$ cat src/rtl/extbus_pkg.sv
package extbus_pkg;

  typedef enum logic [2:0] {
    ST_IDLE,
    ST_ADDR,
    ST_DATA,
    ST_WAIT,
    ST_SECOND
  } bus_state_e;

  // An 8-bit region needs two byte cycles for every read and every word write.
  function automatic logic needs_split(input logic wide, input logic write, input logic word);
    return !wide && (!write || word);
  endfunction

  // Active-high lane mask {high, low} for the current cycle.
  function automatic logic [1:0] lane_mask(input logic wide, input logic write,
                                           input logic word, input logic a0);
    if (!wide)
      return 2'b01;
    if (write && !word)
      return a0 ? 2'b10 : 2'b01;
    return 2'b11;
  endfunction

  // Address bit 0 driven on the bus.
  function automatic logic bus_a0(input logic wide, input logic write, input logic word,
                                  input logic a0, input logic second);
    if (needs_split(wide, write, word))
      return second;
    if (wide && (!write || word))
      return 1'b0;
    return a0;
  endfunction

endpackage

$ cat src/rtl/extbus_csdec.sv
module extbus_csdec #(
  parameter int NUM_CS = 6,
  parameter int BASE_W = 4
) (
  input  logic                      clk,
  input  logic                      rst_n,
  input  logic                      cfg_we,
  input  logic [$clog2(NUM_CS)-1:0] cfg_idx,
  input  logic [BASE_W-1:0]         cfg_base,
  input  logic                      cfg_en,
  input  logic                      cfg_wide,
  input  logic [BASE_W-1:0]         look_base,
  output logic [NUM_CS-1:0]         hit_cs,
  output logic                      hit_wide
);
  localparam int IDX_W = $clog2(NUM_CS);

  logic [NUM_CS-1:0] raw_hit;
  logic [NUM_CS-1:0] wide_q;

  for (genvar g = 0; g < NUM_CS; g++) begin : g_rgn
    localparam bit BOOT_ON = (g == 0);
    logic [BASE_W-1:0] base_q;
    logic              en_q;

    always_ff @(posedge clk or negedge rst_n) begin
      if (!rst_n) begin
        base_q    <= '0;
        en_q      <= BOOT_ON;
        wide_q[g] <= BOOT_ON;
      end else if (cfg_we && cfg_idx == IDX_W'(g)) begin
        base_q    <= cfg_base;
        en_q      <= cfg_en;
        wide_q[g] <= cfg_wide;
      end
    end

    assign raw_hit[g] = en_q && (base_q == look_base);
  end

  // Lowest matching index wins.
  always_comb begin
    hit_cs   = '0;
    hit_wide = 1'b1;
    for (int i = NUM_CS - 1; i >= 0; i--) begin
      if (raw_hit[i]) begin
        hit_cs    = '0;
        hit_cs[i] = 1'b1;
        hit_wide  = wide_q[i];
      end
    end
  end
endmodule

$ cat src/rtl/extbus_seq.sv
module extbus_seq
  import extbus_pkg::*;
#(
  parameter int NUM_CS = 6,
  parameter int ADDR_W = 24,
  parameter int DATA_W = 16
) (
  input  logic              clk,
  input  logic              rst_n,
  input  logic              req,
  input  logic [ADDR_W-1:0] req_addr,
  input  logic [DATA_W-1:0] req_wdata,
  input  logic              req_word,
  input  logic              req_write,
  input  logic [NUM_CS-1:0] hit_cs,
  input  logic              hit_wide,
  output logic              ack,
  output logic [DATA_W-1:0] rdata,
  output logic [ADDR_W-1:0] bus_addr,
  output logic [NUM_CS-1:0] bus_cs_n,
  output logic              bus_rd_n,
  output logic              bus_wr_n,
  output logic              bus_ble_n,
  output logic              bus_bhe_n,
  output logic [DATA_W-1:0] bus_dout,
  output logic              bus_oe,
  input  logic [DATA_W-1:0] bus_din,
  input  logic              bus_wait,
  output logic              cyc_busy,
  output logic              cyc_wide,
  output logic              cyc_word
);
  localparam int LANE_W = DATA_W / 2;

  bus_state_e        st;
  logic [ADDR_W-1:0] a_q;
  logic [DATA_W-1:0] wd_q;
  logic              word_q, wr_q, wide_q, half_q, ack_q;
  logic [NUM_CS-1:0] cs_q;
  logic [LANE_W-1:0] lo_q;
  logic [DATA_W-1:0] rdata_q;

  logic              split, strobe;
  logic [1:0]        lanes;
  logic [LANE_W-1:0] byte_out;

  assign split  = needs_split(wide_q, wr_q, word_q);
  assign strobe = (st == ST_DATA) || (st == ST_WAIT);

  always_ff @(posedge clk or negedge rst_n) begin
    if (!rst_n) begin
      st      <= ST_IDLE;
      a_q     <= '0;
      wd_q    <= '0;
      word_q  <= 1'b0;
      wr_q    <= 1'b0;
      wide_q  <= 1'b1;
      half_q  <= 1'b0;
      cs_q    <= '0;
      lo_q    <= '0;
      rdata_q <= '0;
      ack_q   <= 1'b0;
    end else begin
      ack_q <= 1'b0;
      unique case (st)
        ST_IDLE: if (req && !ack_q) begin
          a_q    <= req_addr;
          wd_q   <= req_wdata;
          word_q <= req_word;
          wr_q   <= req_write;
          cs_q   <= hit_cs;
          wide_q <= hit_wide;
          half_q <= 1'b0;
          st     <= ST_ADDR;
        end
        ST_ADDR, ST_SECOND: st <= ST_DATA;
        ST_DATA, ST_WAIT: begin
          if (bus_wait) begin
            st <= ST_WAIT;
          end else if (split && !half_q) begin
            lo_q   <= bus_din[LANE_W-1:0];
            half_q <= 1'b1;
            st     <= ST_SECOND;
          end else begin
            rdata_q <= split ? {bus_din[LANE_W-1:0], lo_q} : bus_din;
            ack_q   <= 1'b1;
            st      <= ST_IDLE;
          end
        end
        default: st <= ST_IDLE;
      endcase
    end
  end

  always_comb begin
    lanes    = lane_mask(wide_q, wr_q, word_q, a_q[0]);
    byte_out = half_q ? wd_q[DATA_W-1:LANE_W] : wd_q[LANE_W-1:0];
  end

  assign cyc_busy  = (st != ST_IDLE);
  assign cyc_wide  = wide_q;
  assign cyc_word  = word_q;
  assign bus_addr  = {a_q[ADDR_W-1:1], bus_a0(wide_q, wr_q, word_q, a_q[0], half_q)};
  assign bus_cs_n  = cyc_busy ? ~cs_q : '1;
  assign bus_ble_n = !(cyc_busy && lanes[0]);
  assign bus_bhe_n = !(cyc_busy && lanes[1]);
  assign bus_rd_n  = !(strobe && !wr_q);
  assign bus_wr_n  = !(strobe && wr_q);
  assign bus_oe    = cyc_busy && wr_q;
  assign bus_dout  = (wide_q && word_q) ? wd_q : {byte_out, byte_out};
  assign ack       = ack_q;
  assign rdata     = rdata_q;
endmodule

$ cat src/rtl/extbus_ctrl.sv
module extbus_ctrl #(
  parameter int NUM_CS = 6,
  parameter int ADDR_W = 24,
  parameter int RGN_W  = 20,
  parameter int DATA_W = 16
) (
  input  logic                      clk,
  input  logic                      rst_n,
  input  logic                      cfg_we,
  input  logic [$clog2(NUM_CS)-1:0] cfg_idx,
  input  logic [ADDR_W-RGN_W-1:0]   cfg_base,
  input  logic                      cfg_en,
  input  logic                      cfg_wide,
  input  logic                      req,
  input  logic [ADDR_W-1:0]         req_addr,
  input  logic [DATA_W-1:0]         req_wdata,
  input  logic                      req_word,
  input  logic                      req_write,
  output logic                      ack,
  output logic [DATA_W-1:0]         rdata,
  output logic [ADDR_W-1:0]         bus_addr,
  output logic [NUM_CS-1:0]         bus_cs_n,
  output logic                      bus_rd_n,
  output logic                      bus_wr_n,
  output logic                      bus_ble_n,
  output logic                      bus_bhe_n,
  output logic [DATA_W-1:0]         bus_dout,
  output logic                      bus_oe,
  input  logic [DATA_W-1:0]         bus_din,
  input  logic                      bus_wait
);
  localparam int BASE_W = ADDR_W - RGN_W;

  logic [NUM_CS-1:0] hit_cs;
  logic              hit_wide;
  logic              cyc_busy, cyc_wide, cyc_word;

  extbus_csdec #(.NUM_CS(NUM_CS), .BASE_W(BASE_W)) u_dec (
    .clk      (clk),
    .rst_n    (rst_n),
    .cfg_we   (cfg_we),
    .cfg_idx  (cfg_idx),
    .cfg_base (cfg_base),
    .cfg_en   (cfg_en),
    .cfg_wide (cfg_wide),
    .look_base(req_addr[ADDR_W-1:RGN_W]),
    .hit_cs   (hit_cs),
    .hit_wide (hit_wide)
  );

  extbus_seq #(.NUM_CS(NUM_CS), .ADDR_W(ADDR_W), .DATA_W(DATA_W)) u_seq (
    .clk      (clk),
    .rst_n    (rst_n),
    .req      (req),
    .req_addr (req_addr),
    .req_wdata(req_wdata),
    .req_word (req_word),
    .req_write(req_write),
    .hit_cs   (hit_cs),
    .hit_wide (hit_wide),
    .ack      (ack),
    .rdata    (rdata),
    .bus_addr (bus_addr),
    .bus_cs_n (bus_cs_n),
    .bus_rd_n (bus_rd_n),
    .bus_wr_n (bus_wr_n),
    .bus_ble_n(bus_ble_n),
    .bus_bhe_n(bus_bhe_n),
    .bus_dout (bus_dout),
    .bus_oe   (bus_oe),
    .bus_din  (bus_din),
    .bus_wait (bus_wait),
    .cyc_busy (cyc_busy),
    .cyc_wide (cyc_wide),
    .cyc_word (cyc_word)
  );
endmodule

$ cat config.mk
export PLATFORM = sky130hd
export DESIGN_NAME = extbus_ctrl
export DESIGN_NICKNAME = d
export VERILOG_FILES = /design/src/rtl/extbus_pkg.sv /design/src/rtl/extbus_csdec.sv /design/src/rtl/extbus_seq.sv /design/src/rtl/extbus_ctrl.sv
export SDC_FILE = /design/constraint.sdc
export NUM_CORES = 1
export LEC_CHECK = 0
export BUFFER_PORTS_ARGS = -buffer_cell sky130_fd_sc_hd__buf_2
export CORE_ASPECT_RATIO = 2
export CORE_MARGIN = 4
export CORE_UTILIZATION = 53
export CTS_CLUSTER_SIZE = 28
export DETAILED_ROUTE_END_ITERATION = 16
export PLACE_DENSITY = 0.91
export SLEW_MARGIN = 20
export SYNTH_ARGS = -nofsm -noshare
export SYNTH_HDL_FRONTEND = slang
export SYNTH_SLANG_ARGS = --single-unit
$ cat constraint.sdc
create_clock -name clk -period 2 [get_ports clk]
set_input_delay 0.1 -clock clk [delete_from_list [all_inputs] [get_ports clk]]
set_output_delay 0.1 -clock clk [all_outputs]
set_load 0.01 [all_outputs]
==> run_results.csv <==
group,metric,value,unit
outcome,outcome,"completed",
timing,setup_repair_after_global_routing_missed_its_margin,"no",
logic_synthesis,synth-seq-cells,114,
run,cap_violations,0,
timing,min_period,1.88,ns
power,peakVddDrop,0.841,mV
clock_network,cts-htree-levels,4,
logic_synthesis,mappedNetlistNets,586,
setup_path,worst-endpoint-arrival,2.17,ns
finish,fin_nets,771,
logic_synthesis,synth_cell_types,45,
routing,drt_pass1_iterations,4,
clock_network,cts_setup_buffers,0,
grt,grt_pass1_wl,23200,um
logic_synthesis,synth_cells,514,
logic_synthesis,ys.warnings.count,0,
die,dieArea,11800,um2
grt,maximum_number_of_pins_on_one_net_before_global_route_repair,54,
routing,routed_wire_length_per_instance,17.1,um
setup_path,critical-path-top-delay-family,"simple AND/OR/NAND/NOR gates",
timing,layout_worst_path_cycle_share,0.938,
routing,drt_drc_violations_left,0,
setup_path,crit_type,"reg2reg",
die,die_height,150,um
power,total_power,10.4,mW
clock_network,clkSinkCount,114,
finish,layout-area-overhead-vs-synth,35.4,%
timing,worst-slew-pin-transition,0.466,ns
routing,total_routed_wirelength,14500,um
clock_network,clock_latency,0.41,ns
setup_path,critical-path-top-cell-by-count,"sky130_fd_sc_hd__nand2_1",
die,core_region_area,9760,um2
logic_synthesis,synth_enable_flop_cells,0,
timing,timing_max_transition_violations_final,0,
timing,timing.fmax,0.533,GHz
routing,dr_total_vias,4433,
setup_path,critical-path-slowest-cell,"sky130_fd_sc_hd__or3b_2",
logic_synthesis,yosys_most_used_dff,"sky130_fd_sc_hd__dfrtp_1",
clock_network,tritoncts.num_buffers,17,
logic_synthesis,async_flop_share,1.00,
die,fp-row-count,51,
clock_network,worst_case_clock_buffer_depth,2,
setup_path,cp-end-kind,"flip-flop",
setup_path,critPathMaxFanout,27,
setup_path,crit_path_required_time,2.30,ns
grt,antenna_violations_before_repair,1,
setup_path,critical_path.max_stage_delay,0.51,ns
hold_path,hold_class,"in2reg",
timing,fin_tns_setup,0,ns
routing,detailedRoute.firstIterationViolations,262,
placed_design,dpl_worst_slack,0.165,ns
routing,postRouteAntennaNets,0,
clock_network,clock-root-buffer,"sky130_fd_sc_hd__clkbuf_16",
finish,final.fill_count,664,
timing,fin_skew,0.00896,ns
die,floorplan.die.width,78.8,um
logic_synthesis,syn_area,5310,um2
placed_design,port_buffers,139,
clock_network,clkTransAtPathRegs,0.06,ns
placed_design,globalplace.congestion,0.860,
power,leakagePower,3.64,nW
logic_synthesis,synth_sequential_area_ratio,0.538,
routing,post_drt_via_cell_ratio,5.25,
finish,post_route_cells_drive_above_1_share,0.361,
clock_network,tritoncts,"built",
setup_path,timing.critical_path.cells,"or3_1 > or3b_2 > buf_4 > nand2_1 > nand2_1",
die,io_pins,140,
timing,timing.slew.headroom,0.687,
grt,grt-ovfl-total,0,
logic_synthesis,netlist_top_cells_area,"sky130_fd_sc_hd__dfrtp_1, sky130_fd_sc_hd__mux2_2, sky130_fd_sc_hd__nand2_1, sky130_fd_sc_hd__buf_4, sky130_fd_sc_hd__mux2i_1",
setup_path,setup.worst_path.start_class,"flip-flop",
die,start_util,0.544,
timing,setup_viol,0,
placed_design,dp_hpwl,9580,um
setup_path,path_buf_inv,1,
grt,first_global_vias,4811,
logic_synthesis,syn_area_per_cell,10.3,um2
logic_synthesis,yosys.area.top_type,"sky130_fd_sc_hd__dfrtp_1",
logic_synthesis,post-synth-top-area-fraction,0.523,
timing,finalHoldViolations,0,
power,power.density,1440,nW/um2
timing,hold_ws,0.0197,ns
timing,setup_ws,0.123,ns
grt,total_track_usage,0.260,
-- worst register-to-register path, stage by stage, from the launching register on --
cell                      delay, ns
sky130_fd_sc_hd__dfrtp_1       0.40
sky130_fd_sc_hd__or3_1         0.39
sky130_fd_sc_hd__or3b_2        0.51
sky130_fd_sc_hd__buf_4         0.25
sky130_fd_sc_hd__nand2_1       0.13
sky130_fd_sc_hd__nand2_1       0.08
-- flip-flops by register name, summed over array words and instances (netlist names), 3 cells and up --
name                count
u_seq.wd_q             16
u_seq.a_q              24
u_seq.st                3
u_dec.g_rgn.en_q        6
u_dec.g_rgn.base_q     24
u_seq.rdata            16
u_seq.cs_q              6
u_dec.wide_q            6
u_seq.lo_q              8
-- cell usage in the layout, fill, tap and decap left out, types with 13 or more instances in the layout --
master and count:
sky130_fd_sc_hd__buf_2 138, sky130_fd_sc_hd__buf_4 21, sky130_fd_sc_hd__clkbuf_16 17, sky130_fd_sc_hd__dfrtp_1 110
sky130_fd_sc_hd__dlygate4sd3_1 54, sky130_fd_sc_hd__mux2_2 55, sky130_fd_sc_hd__mux2i_1 16, sky130_fd_sc_hd__nand2_1 161
sky130_fd_sc_hd__o21ai_0 30, sky130_fd_sc_hd__xor2_1 13
-- cell usage after synthesis (3+ instances only) --
library cell and count:
sky130_fd_sc_hd__a21oi_1 5, sky130_fd_sc_hd__a22o_1 3, sky130_fd_sc_hd__buf_2 11, sky130_fd_sc_hd__buf_4 24, sky130_fd_sc_hd__clkbuf_1 12, sky130_fd_sc_hd__dfrtp_1 111
sky130_fd_sc_hd__dfstp_2 3, sky130_fd_sc_hd__inv_1 8, sky130_fd_sc_hd__mux2_2 55, sky130_fd_sc_hd__mux2i_1 16, sky130_fd_sc_hd__nand2_1 161, sky130_fd_sc_hd__nand2b_1 8
sky130_fd_sc_hd__nand3_1 5, sky130_fd_sc_hd__nor2_1 5, sky130_fd_sc_hd__nor3_1 4, sky130_fd_sc_hd__o21ai_0 30, sky130_fd_sc_hd__xnor2_1 6, sky130_fd_sc_hd__xor2_1 13
-- layer usage --
metal,share of wire,global-route usage,vias to the layer above
met4,0.043,0.151,0
met5,0,0,-
met1,0.35,0.257,2150
met2,0.56,0.474,177
li1,-,-,2052
met3,0.052,0.0717,54
-- final timing paths --
kind / slack (ns) / endpoint / startpoint / cells past startpoint
max: 0.12 / u_seq.a_q[2]$_DFFE_PN0P_ / u_seq.st[0]$_DFFE_PN0P_ / 5
max in group asynchronous: 1.18 / u_dec.wide_q[0]$_DFFE_PN1P_ / rst_n / 3
min in group asynchronous: 0.12 / u_seq.rdata[13]$_DFFE_PN0P_ / rst_n / 2
max reg2reg: 0.12 / u_seq.a_q[2]$_DFFE_PN0P_ / u_seq.st[0]$_DFFE_PN0P_ / 5
min reg2reg: 0.47 / u_seq.a_q[15]$_DFFE_PN0P_ / u_seq.a_q[15]$_DFFE_PN0P_ / 2
min: 0.02 / u_seq.rdata[8]$_DFFE_PN0P_ / bus_din[8] / 3
-- timing repair --
action	in CTS	in global routing
hold endpoints to repair	167	0
hold buffers	54	0
gates resized for setup	0	2
setup endpoints to repair	0	6
-- logic make-up after synthesis --
kind of cell,Yosys count,share of synthesized area
muxes,71,0.147
and+or+nand+nor,202,0.169
xor gates and xnor gates,19,0.0313
buffers and inverters,58,0.0608
DFF,114,0.538
AOI/OAI and AO/OA,50,0.0549
-- metrics by stage --
stage | cells | util | cell area, um2
2_1_floorplan | 514 | - | 5310
3_3_place_gp | 758 | 0.622 | 6070
3_5_place_dp | 758 | 0.622 | 6070
4_1_cts | 844 | 0.736 | 7190
5_1_grt | 845 | 0.737 | 7190
6_report | 845 | 0.737 | 7190
-- power breakdown --
group | internal, mW | switching, mW | leakage (nW) | total, mW
logic | 1.64 | 2.01 | 1.95 | 3.65
clock network | 1.94 | 1.02 | 0.283 | 2.95
registers | 3.19 | 0.573 | 1.41 | 3.76
total | 6.77 | 3.60 | 3.64 | 10.4
-- final cells by class --
type	instances	area [um2]	share of cell area
flip-flops and latches	114	2860	0.397
well taps	132	165	0.0230
diodes	1	2.50	0.000348
multi-input cells	342	2140	0.297
clock inverters	12	140	0.0195
clock buffers	20	437	0.0607
inverters	9	33.8	0.00470
repair buffers	215	1420	0.197
Note: power is estimated with default switching activity, not from simulation.
